## config.mk

```make
export PLATFORM = sky130hd
export DESIGN_NAME = adc_power_seq
export DESIGN_NICKNAME = d
export VERILOG_FILES = /design/src/rtl/adc_power_pkg.sv /design/src/rtl/wake_countdown.sv /design/src/rtl/conv_admit.sv /design/src/rtl/adc_power_seq.sv
export SDC_FILE = /design/constraint.sdc
export NUM_CORES = 1
export LEC_CHECK = 0
export ABC_AREA = 1
export CAP_MARGIN = 20
export CORE_ASPECT_RATIO = 1.5
export CORE_MARGIN = 2
export CORE_UTILIZATION = 30
export DETAILED_ROUTE_END_ITERATION = 10
export DONT_BUFFER_PORTS = 1
export GPL_ROUTABILITY_DRIVEN = 0
export HOLD_SLACK_MARGIN = 0.05
export PLACE_DENSITY = 0.42
export SETUP_SLACK_MARGIN = 0.1
export SYNTH_ARGS = -nofsm -noshare
export SYNTH_HDL_FRONTEND = slang
export SYNTH_SLANG_ARGS = --single-unit
```

## constraint.sdc

```tcl
create_clock -name clk -period 1.52 [get_ports clk]
set_input_delay 0.076 -clock clk [delete_from_list [all_inputs] [get_ports clk]]
set_output_delay 0.076 -clock clk [all_outputs]
set_load 0.05 [all_outputs]
```

## src/rtl/adc_power_pkg.sv

```systemverilog
package adc_power_pkg;

    typedef enum logic [1:0] {
        PM_ACTIVE  = 2'd0,
        PM_NAP     = 2'd1,
        PM_STANDBY = 2'd2,
        PM_WAKING  = 2'd3
    } pm_state_e;

    // Convert a settling time to clock cycles, rounding up, minimum one.
    function automatic longint unsigned ns_to_cycles(input longint unsigned ns,
                                                     input longint unsigned hz);
        longint unsigned c;
        c = (ns * hz + 64'd999_999_999) / 64'd1_000_000_000;
        return (c == 0) ? 64'd1 : c;
    endfunction

endpackage

```

## src/rtl/wake_countdown.sv

```systemverilog
module wake_countdown #(
    parameter int CNT_W = 8
) (
    input  logic             clk,
    input  logic             rst_n,
    input  logic             load,
    input  logic [CNT_W-1:0] load_val,
    output logic             done
);

    logic [CNT_W-1:0] cnt_d, cnt_q;

    always_comb begin
        cnt_d = cnt_q;
        if (load)
            cnt_d = load_val;
        else if (cnt_q != '0)
            cnt_d = cnt_q - 1'b1;
    end

    always_ff @(posedge clk) begin
        if (!rst_n) cnt_q <= '0;
        else        cnt_q <= cnt_d;
    end

    assign done = (cnt_q == '0);


    count_moves_chk: assert property (@(posedge clk) disable iff (!rst_n)
        (!load && $past(rst_n) && $past(cnt_q) != '0 && !$past(load)) |-> (cnt_q == $past(cnt_q) - 1'b1));

endmodule

```

## src/rtl/conv_admit.sv

```systemverilog
module conv_admit (
    input  logic clk,
    input  logic rst_n,
    input  logic awake,
    input  logic conv_req,
    input  logic auto_nap_en,
    output logic conv_start,
    output logic nap_due
);

    logic pend_d, pend_q;

    assign conv_start = conv_req & awake;

    always_comb begin
        pend_d = 1'b0;
        if (awake)
            pend_d = auto_nap_en & (pend_q | conv_start);
    end

    always_ff @(posedge clk) begin
        if (!rst_n) pend_q <= 1'b0;
        else        pend_q <= pend_d;
    end

    assign nap_due = pend_q & auto_nap_en;


    due_needs_conv_chk: assert property (@(posedge clk) disable iff (!rst_n)
        $rose(nap_due) |-> ($past(conv_start) || !$past(auto_nap_en)));

endmodule

```

## src/rtl/adc_power_seq.sv

```systemverilog
module adc_power_seq
    import adc_power_pkg::*;
#(
    parameter int unsigned CLK_HZ           = 100_000_000,
    parameter int unsigned NAP_WAKE_NS      = 300,
    parameter int unsigned STBY_INT_WAKE_NS = 500_000_000,
    parameter int unsigned STBY_EXT_WAKE_NS = 80_000,
    parameter bit          EXT_REF          = 1'b0
) (
    input  logic       clk,
    input  logic       rst_n,
    input  logic       sleep_req,
    input  logic       sleep_deep,
    input  logic       wake_req,
    input  logic       auto_nap_en,
    input  logic       conv_req,
    input  logic       frame_done,
    output logic       conv_start_o,
    output logic       ready_o,
    output logic       nap_o,
    output logic       stby_o,
    output logic [1:0] state_o
);

    localparam longint unsigned NAP_CYC = ns_to_cycles(64'(NAP_WAKE_NS), 64'(CLK_HZ));
    localparam longint unsigned STB_NS  = EXT_REF ? 64'(STBY_EXT_WAKE_NS) : 64'(STBY_INT_WAKE_NS);
    localparam longint unsigned STB_CYC = ns_to_cycles(STB_NS, 64'(CLK_HZ));
    localparam longint unsigned MAX_CYC = (NAP_CYC > STB_CYC) ? NAP_CYC : STB_CYC;
    localparam int              CNT_W   = $clog2(MAX_CYC + 1);
    localparam logic [CNT_W-1:0] NAP_LOAD = CNT_W'(NAP_CYC - 1);
    localparam logic [CNT_W-1:0] STB_LOAD = CNT_W'(STB_CYC - 1);

    typedef struct packed {
        pm_state_e st;
        logic      from_deep;
    } seq_t;

    seq_t             cur_q, cur_d;
    logic             tmr_load;
    logic [CNT_W-1:0] tmr_val;
    logic             tmr_done;
    logic             nap_due;

    wake_countdown #(.CNT_W(CNT_W)) u_timer (
        .clk      (clk),
        .rst_n    (rst_n),
        .load     (tmr_load),
        .load_val (tmr_val),
        .done     (tmr_done)
    );

    conv_admit u_admit (
        .clk         (clk),
        .rst_n       (rst_n),
        .awake       (cur_q.st == PM_ACTIVE),
        .conv_req    (conv_req),
        .auto_nap_en (auto_nap_en),
        .conv_start  (conv_start_o),
        .nap_due     (nap_due)
    );

    always_comb begin
        cur_d    = cur_q;
        tmr_load = 1'b0;
        tmr_val  = '0;
        unique case (cur_q.st)
            PM_ACTIVE: begin
                if (sleep_req)
                    cur_d.st = sleep_deep ? PM_STANDBY : PM_NAP;
                else if (frame_done && nap_due)
                    cur_d.st = PM_NAP;
            end
            PM_NAP: begin
                if (sleep_req && sleep_deep) begin
                    cur_d.st = PM_STANDBY;
                end else if (!sleep_req && wake_req) begin
                    cur_d.st        = PM_WAKING;
                    cur_d.from_deep = 1'b0;
                    tmr_load        = 1'b1;
                    tmr_val         = NAP_LOAD;
                end
            end
            PM_STANDBY: begin
                if (!sleep_req && wake_req) begin
                    cur_d.st        = PM_WAKING;
                    cur_d.from_deep = 1'b1;
                    tmr_load        = 1'b1;
                    tmr_val         = STB_LOAD;
                end
            end
            PM_WAKING: begin
                if (sleep_req)
                    cur_d.st = (sleep_deep || cur_q.from_deep) ? PM_STANDBY : PM_NAP;
                else if (tmr_done)
                    cur_d.st = PM_ACTIVE;
            end
            default: cur_d.st = PM_ACTIVE;
        endcase
    end

    always_ff @(posedge clk) begin
        if (!rst_n) cur_q <= '{st: PM_ACTIVE, from_deep: 1'b0};
        else        cur_q <= cur_d;
    end

    assign state_o = cur_q.st;
    assign ready_o = (cur_q.st == PM_ACTIVE);
    assign nap_o   = (cur_q.st == PM_NAP);
    assign stby_o  = (cur_q.st == PM_STANDBY);

    // Checker-only count of settling cycles
    logic [CNT_W:0] wk_len_q;
    always_ff @(posedge clk) begin
        if (!rst_n)                  wk_len_q <= '0;
        else if (cur_q.st == PM_WAKING) wk_len_q <= wk_len_q + 1'b1;
        else                         wk_len_q <= '0;
    end


    wake_len_chk: assert property (@(posedge clk) disable iff (!rst_n)
        (ready_o && $past(cur_q.st) == PM_WAKING) |->
        (64'(wk_len_q) >= (cur_q.from_deep ? STB_CYC : NAP_CYC)));


    conv_gate_chk: assert property (@(posedge clk) disable iff (!rst_n)
        conv_start_o |-> (!nap_o && !stby_o && state_o != 2'd3));


    sleep_enter_chk: assert property (@(posedge clk) disable iff (!rst_n)
        (ready_o && sleep_req) |=> (nap_o != stby_o));


    abort_chk: assert property (@(posedge clk) disable iff (!rst_n)
        (state_o == 2'd3 && sleep_req) |=> (nap_o || stby_o));


    stby_exit_chk: assert property (@(posedge clk) disable iff (!rst_n)
        $fell(stby_o) |-> (state_o == 2'd3));

endmodule

```

==> metrics.txt <==
# TYPE chip_impl_metric gauge
chip_impl_metric{name="clock_path_buffers",unit=""} 2
chip_impl_metric{name="floorplan.rows",unit=""} 35
chip_impl_metric{name="drv_slew",unit=""} 0
chip_impl_metric{name="place.port_buffers",unit=""} 0
chip_impl_metric{name="drc",unit=""} 0
chip_impl_metric{name="worst_endpoint_data_arrival_time",unit="ns"} 1.78
chip_impl_metric{name="placedCellCount",unit=""} 405
chip_impl_info{name="cpLargestDelayFamily",value="simple AND/OR/NAND/NOR gates"} 1
chip_impl_metric{name="n_antenna_cell",unit=""} 0
chip_impl_info{name="setup.worst_path.start_class",value="register"} 1
chip_impl_metric{name="routed_wirelength",unit="um"} 5970
chip_impl_metric{name="worst-r2r-setup-slack",unit="ns"} -0.05
chip_impl_info{name="rsz_0062_raised_after_global_routing",value="yes"} 1
chip_impl_metric{name="holdWs",unit="ns"} -0.0580
chip_impl_metric{name="overflow",unit=""} 0
chip_impl_info{name="failing_checks",value="negative hold slack, negative setup slack"} 1
chip_impl_metric{name="number_of_antenna_violations_at_the_first_check_in_global_routing",unit=""} 0
chip_impl_metric{name="intPower",unit="mW"} 3.67
chip_impl_metric{name="die_area",unit="sq mm"} 0.00700
chip_impl_metric{name="synthesis.area_per_instance",unit="sq um"} 6.71
chip_impl_metric{name="achievable_clock_frequency",unit="GHz"} 0.636
chip_impl_metric{name="synthToLayoutAreaGrowth",unit="%"} 56.4
chip_impl_info{name="worst_hold_startpoint",value="rst_n"} 1
chip_impl_info{name="critical_path.slowest_cell",value="sky130_fd_sc_hd__dfxtp_2"} 1
chip_impl_info{name="critical_path.reg2reg.startpoint",value="u_timer.cnt_q[1]"} 1
chip_impl_metric{name="synth-seq-cells",unit=""} 30
chip_impl_metric{name="power.density",unit="mW/mm^2"} 2360
chip_impl_metric{name="min_path_cells",unit=""} 2
chip_impl_metric{name="ir_worst_vdd",unit="mV"} 0.931
chip_impl_metric{name="postSynthCellCount",unit=""} 283
chip_impl_metric{name="tritoncts.num_buffers",unit=""} 5
chip_impl_metric{name="nFillCells",unit=""} 646
chip_impl_info{name="reg_to_reg_end",value="u_timer.cnt_q[13]"} 1
chip_impl_metric{name="path_clk_slew",unit="ns"} 0.06
chip_impl_metric{name="critical_path_required",unit="ns"} 1.73
chip_impl_metric{name="slew-limit-headroom",unit=""} 0.518
chip_impl_info{name="outcome",value="finished, violations left"} 1
chip_impl_info{name="dominantRegCellSynth",value="sky130_fd_sc_hd__dfxtp_1"} 1
chip_impl_metric{name="floorplan.initialDensity",unit=""} 0.310
chip_impl_metric{name="holdBufCountCts",unit=""} 1
chip_impl_metric{name="synth_area",unit="sq mm"} 0.00190
chip_impl_metric{name="coreArea",unit="sq mm"} 0.00613
chip_impl_metric{name="yosys_warnings",unit=""} 0
chip_impl_metric{name="async_flop_share",unit=""} 0
chip_impl_metric{name="io_pins",unit=""} 14
chip_impl_metric{name="finalHoldViolCount",unit=""} 16
chip_impl_metric{name="final_nets",unit=""} 368
chip_impl_metric{name="drtPass1Iterations",unit=""} 3
chip_impl_metric{name="wire_length_of_the_first_global_routing_pass",unit="um"} 9850
chip_impl_metric{name="worst_clock_skew",unit="ns"} 0.00299
chip_impl_metric{name="layout-drive-gt1-share",unit=""} 0.479
chip_impl_metric{name="detail_route.wl_per_cell",unit="um"} 13.9
chip_impl_metric{name="finalSetupViolCount",unit=""} 19
chip_impl_metric{name="post_route_cell_area",unit="sq mm"} 0.00297
chip_impl_info{name="synth.area.top_cells",value="sky130_fd_sc_hd__dfxtp_1 32%, sky130_fd_sc_hd__nand2_1 10%, sky130_fd_sc_hd__nor2_1 10%"} 1
chip_impl_metric{name="tritoncts_num_sinks",unit=""} 30
chip_impl_metric{name="vias",unit=""} 2019
chip_impl_metric{name="p_comb_frac",unit=""} 0.731
chip_impl_metric{name="clockPowerShare",unit=""} 0.087
chip_impl_metric{name="drt_iter0_drc",unit=""} 57
chip_impl_metric{name="setup_ws",unit="ns"} -0.0527
chip_impl_info{name="min-delay-path-class",value="in -> reg"} 1
chip_impl_metric{name="drv_cap",unit=""} 0
chip_impl_metric{name="synth-seq-area-share",unit=""} 0.316
chip_impl_metric{name="timing_worst_slew_pin_value",unit="ns"} 0.722
chip_impl_info{name="netlist.top_cell.by_area",value="sky130_fd_sc_hd__dfxtp_1"} 1
chip_impl_metric{name="place_area",unit="sq mm"} 0.00245
chip_impl_metric{name="ctsHtreeMaxLevel",unit=""} 2
chip_impl_metric{name="dp_hpwl",unit="um"} 4370
chip_impl_metric{name="power.switching",unit="mW"} 3.32
chip_impl_metric{name="netSwitchingFraction",unit=""} 0.475
chip_impl_metric{name="post-synth-top-area-fraction",unit=""} 0.316
chip_impl_info{name="tritoncts",value="built"} 1
chip_impl_metric{name="chipHeight",unit="um"} 101
chip_impl_metric{name="synth_fp_nets",unit=""} 296
chip_impl_metric{name="static-leakage-power",unit="nW"} 1.34
chip_impl_info{name="timing.critical_path.to_type",value="register"} 1
chip_impl_info{name="crit_type",value="reg -> reg"} 1
chip_impl_metric{name="worst-path-max-fanout",unit=""} 7
chip_impl_metric{name="drt.antenna.violating_nets",unit=""} 0
chip_impl_metric{name="clkLatencyLatePin",unit="ns"} 0.27
chip_impl_info{name="whs_endpoint",value="u_timer.cnt_q[1]"} 1
chip_impl_metric{name="fin_cells",unit=""} 429
chip_impl_metric{name="groute.usage.overall",unit=""} 0.191
chip_impl_metric{name="synth.lib_cells_used.distinct",unit=""} 34
chip_impl_metric{name="portion_of_the_clock_cycle_consumed_by_the_worst_path_in_the_final_layout",unit=""} 1.03
chip_impl_metric{name="worstSetupPathDepth",unit=""} 10
chip_impl_metric{name="worst-path-buf-inv",unit=""} 2
chip_impl_metric{name="critical-path-max-stage-delay",unit="ns"} 0.33
chip_impl_info{name="cp_cell_sequence",value="inv_2 -> ha_4 -> nand2_4 -> nor2_4 -> nand2_4 -> nor3_4 -> nand2_8 -> nand2_8 -> inv_8 -> a21oi_2"} 1
chip_impl_metric{name="die_x",unit="um"} 69.0
chip_impl_metric{name="post_route_minimum_period",unit="ns"} 1.57
chip_impl_metric{name="worstRegToRegCells",unit=""} 10
chip_impl_metric{name="first_global_vias",unit=""} 2105
chip_impl_metric{name="power_frac_seq",unit=""} 0.182
chip_impl_metric{name="avgViaCountPerCell",unit=""} 4.71
chip_impl_info{name="cts-root-buf",value="sky130_fd_sc_hd__clkbuf_8"} 1
chip_impl_metric{name="synth_enable_flop_cells",unit=""} 0
chip_impl_metric{name="pin_count_of_the_biggest_net_entering_global_routing",unit=""} 15
-- synth_stat cells (3+ instances only) --
cell / n
sky130_fd_sc_hd__inv_1: 32
sky130_fd_sc_hd__nand2_4: 3
sky130_fd_sc_hd__a21oi_2: 4
sky130_fd_sc_hd__xor2_1: 9
sky130_fd_sc_hd__nand2_1: 53
sky130_fd_sc_hd__nor2_1: 51
sky130_fd_sc_hd__nor4_1: 6
sky130_fd_sc_hd__nor2_2: 9
sky130_fd_sc_hd__nand3_1: 22
sky130_fd_sc_hd__nand4_1: 5
sky130_fd_sc_hd__dfxtp_1: 30
sky130_fd_sc_hd__nor3_1: 7
sky130_fd_sc_hd__o21ai_0: 6
sky130_fd_sc_hd__a21oi_1: 13
sky130_fd_sc_hd__nand2_2: 3
sky130_fd_sc_hd__ha_1: 5
-- worst max-delay path by stage --
stage | from | end | slack, ns
floorplan | state_o[0] | u_timer.cnt_q[17] | 0.02
global placement | u_timer.cnt_q[1] | u_timer.cnt_q[2] | -0.19
detailed placement | u_timer.cnt_q[1] | u_timer.cnt_q[2] | -0.18
CTS | u_timer.cnt_q[1] | u_timer.cnt_q[13] | -0.05
global route | u_timer.cnt_q[0] | u_timer.cnt_q[7] | -0.14
finish | u_timer.cnt_q[1] | u_timer.cnt_q[13] | -0.05
-- per-layer routing --
metal	vias to the layer above	global-route usage	share of wire
li1	1051	-	-
met1	946	0.215	0.40
met2	18	0.364	0.57
met3	4	0.0300	0.017
met4	0	0.0407	0.0084
met5	-	0	0
-- power groups by stage --
stage / Sequential, mW / Clock, mW / Combinational, mW
after global routing: 1.30 / 0.665 / 5.66
final: 1.27 / 0.606 / 5.12
after detailed placement: 1.26 / 0 / 4.15
after CTS: 1.27 / 0.638 / 4.90
after global placement: 1.26 / 0 / 4.15
after floorplan: 1.28 / 0 / 2.65
-- placed cells by master, fill, tap and decap left out, types with 3 or more instances in the layout --
cell type | Yosys | layout
sky130_fd_sc_hd__nor4_2 | 0 | 5
sky130_fd_sc_hd__nor3_1 | 7 | 3
sky130_fd_sc_hd__nand2_1 | 53 | 41
sky130_fd_sc_hd__inv_1 | 32 | 24
sky130_fd_sc_hd__xor2_1 | 9 | 9
sky130_fd_sc_hd__nand2_8 | 0 | 4
sky130_fd_sc_hd__nor2_1 | 51 | 39
sky130_fd_sc_hd__nand4_1 | 5 | 5
sky130_fd_sc_hd__o21ai_1 | 0 | 4
sky130_fd_sc_hd__nor2_2 | 9 | 12
sky130_fd_sc_hd__clkbuf_8 | 0 | 5
sky130_fd_sc_hd__nand2_2 | 3 | 11
sky130_fd_sc_hd__nor3_2 | 0 | 4
sky130_fd_sc_hd__buf_4 | 2 | 61
sky130_fd_sc_hd__nor2_4 | 1 | 10
sky130_fd_sc_hd__buf_6 | 1 | 8
sky130_fd_sc_hd__dfxtp_2 | 0 | 6
sky130_fd_sc_hd__a21oi_2 | 4 | 11
sky130_fd_sc_hd__ha_4 | 0 | 4
sky130_fd_sc_hd__nand2_4 | 3 | 4
sky130_fd_sc_hd__inv_2 | 2 | 7
sky130_fd_sc_hd__nand3_1 | 22 | 19
sky130_fd_sc_hd__a21oi_1 | 13 | 6
sky130_fd_sc_hd__dfxtp_1 | 30 | 22
-- worst reg2reg max path: stages (launching register included) --
cell and delay (ns):
sky130_fd_sc_hd__dfxtp_2 0.33, sky130_fd_sc_hd__inv_2 0.07, sky130_fd_sc_hd__ha_4 0.16, sky130_fd_sc_hd__nand2_4 0.06, sky130_fd_sc_hd__nor2_4 0.12, sky130_fd_sc_hd__nand2_4 0.09
sky130_fd_sc_hd__nor3_4 0.25, sky130_fd_sc_hd__nand2_8 0.14, sky130_fd_sc_hd__nand2_8 0.11, sky130_fd_sc_hd__inv_8 0.05, sky130_fd_sc_hd__a21oi_2 0.12
-- state kept, by name (all words and copies together), names as in the netlist --
signal and flops:
u_timer.cnt_q 26, state_o 2, cur_q 1, u_admit.pend_q 1
-- kinds of logic (layout without fill, tap and decap cells) --
| logic type | Yosys count | after routing | synth area share |
|---|---|---|---|
| DFF | 30 | 30 | 0.316 |
| AOI/OAI and AO/OA | 29 | 29 | 0.0909 |
| and+or+nand+nor | 167 | 168 | 0.418 |
| buffers and inverters | 41 | 112 | 0.0916 |
| adders and majority gates | 5 | 5 | 0.0329 |
| xor gates and xnor gates | 11 | 11 | 0.0507 |
-- area by class of cell --
type,count,area (sq um),share of cell area
multi-input cells,213,1480,0.498
flip-flops and latches,30,616,0.207
repair buffers,70,558,0.188
inverters,35,148,0.0497
well taps,74,92.6,0.0312
clock buffers,7,76.3,0.0257
-- what timing repair did --
action,in CTS,in global routing
setup buffers,13,2
resized for setup,58,24
gates cloned,1,0
endpoints found under the hold margin,17,16
pin swaps,29,9
setup endpoints to repair,29,29
-- metrics by stage --
stage               setup TNS [ns]  utilization  hold slack (ns)  total power, mW  setup WS, ns
CTS                         -0.399        0.464          -0.0734             6.80       -0.0465
floorplan                        0            -            0.188             3.93        0.0209
finish                      -0.631        0.484          -0.0580             7.00       -0.0527
global route                 -2.87        0.484          -0.0635             7.63        -0.136
detailed placement           -3.09        0.399            0.229             5.41        -0.180
global placement             -3.08        0.399            0.226             5.41        -0.188
Power figures use the tool's default switching activity.
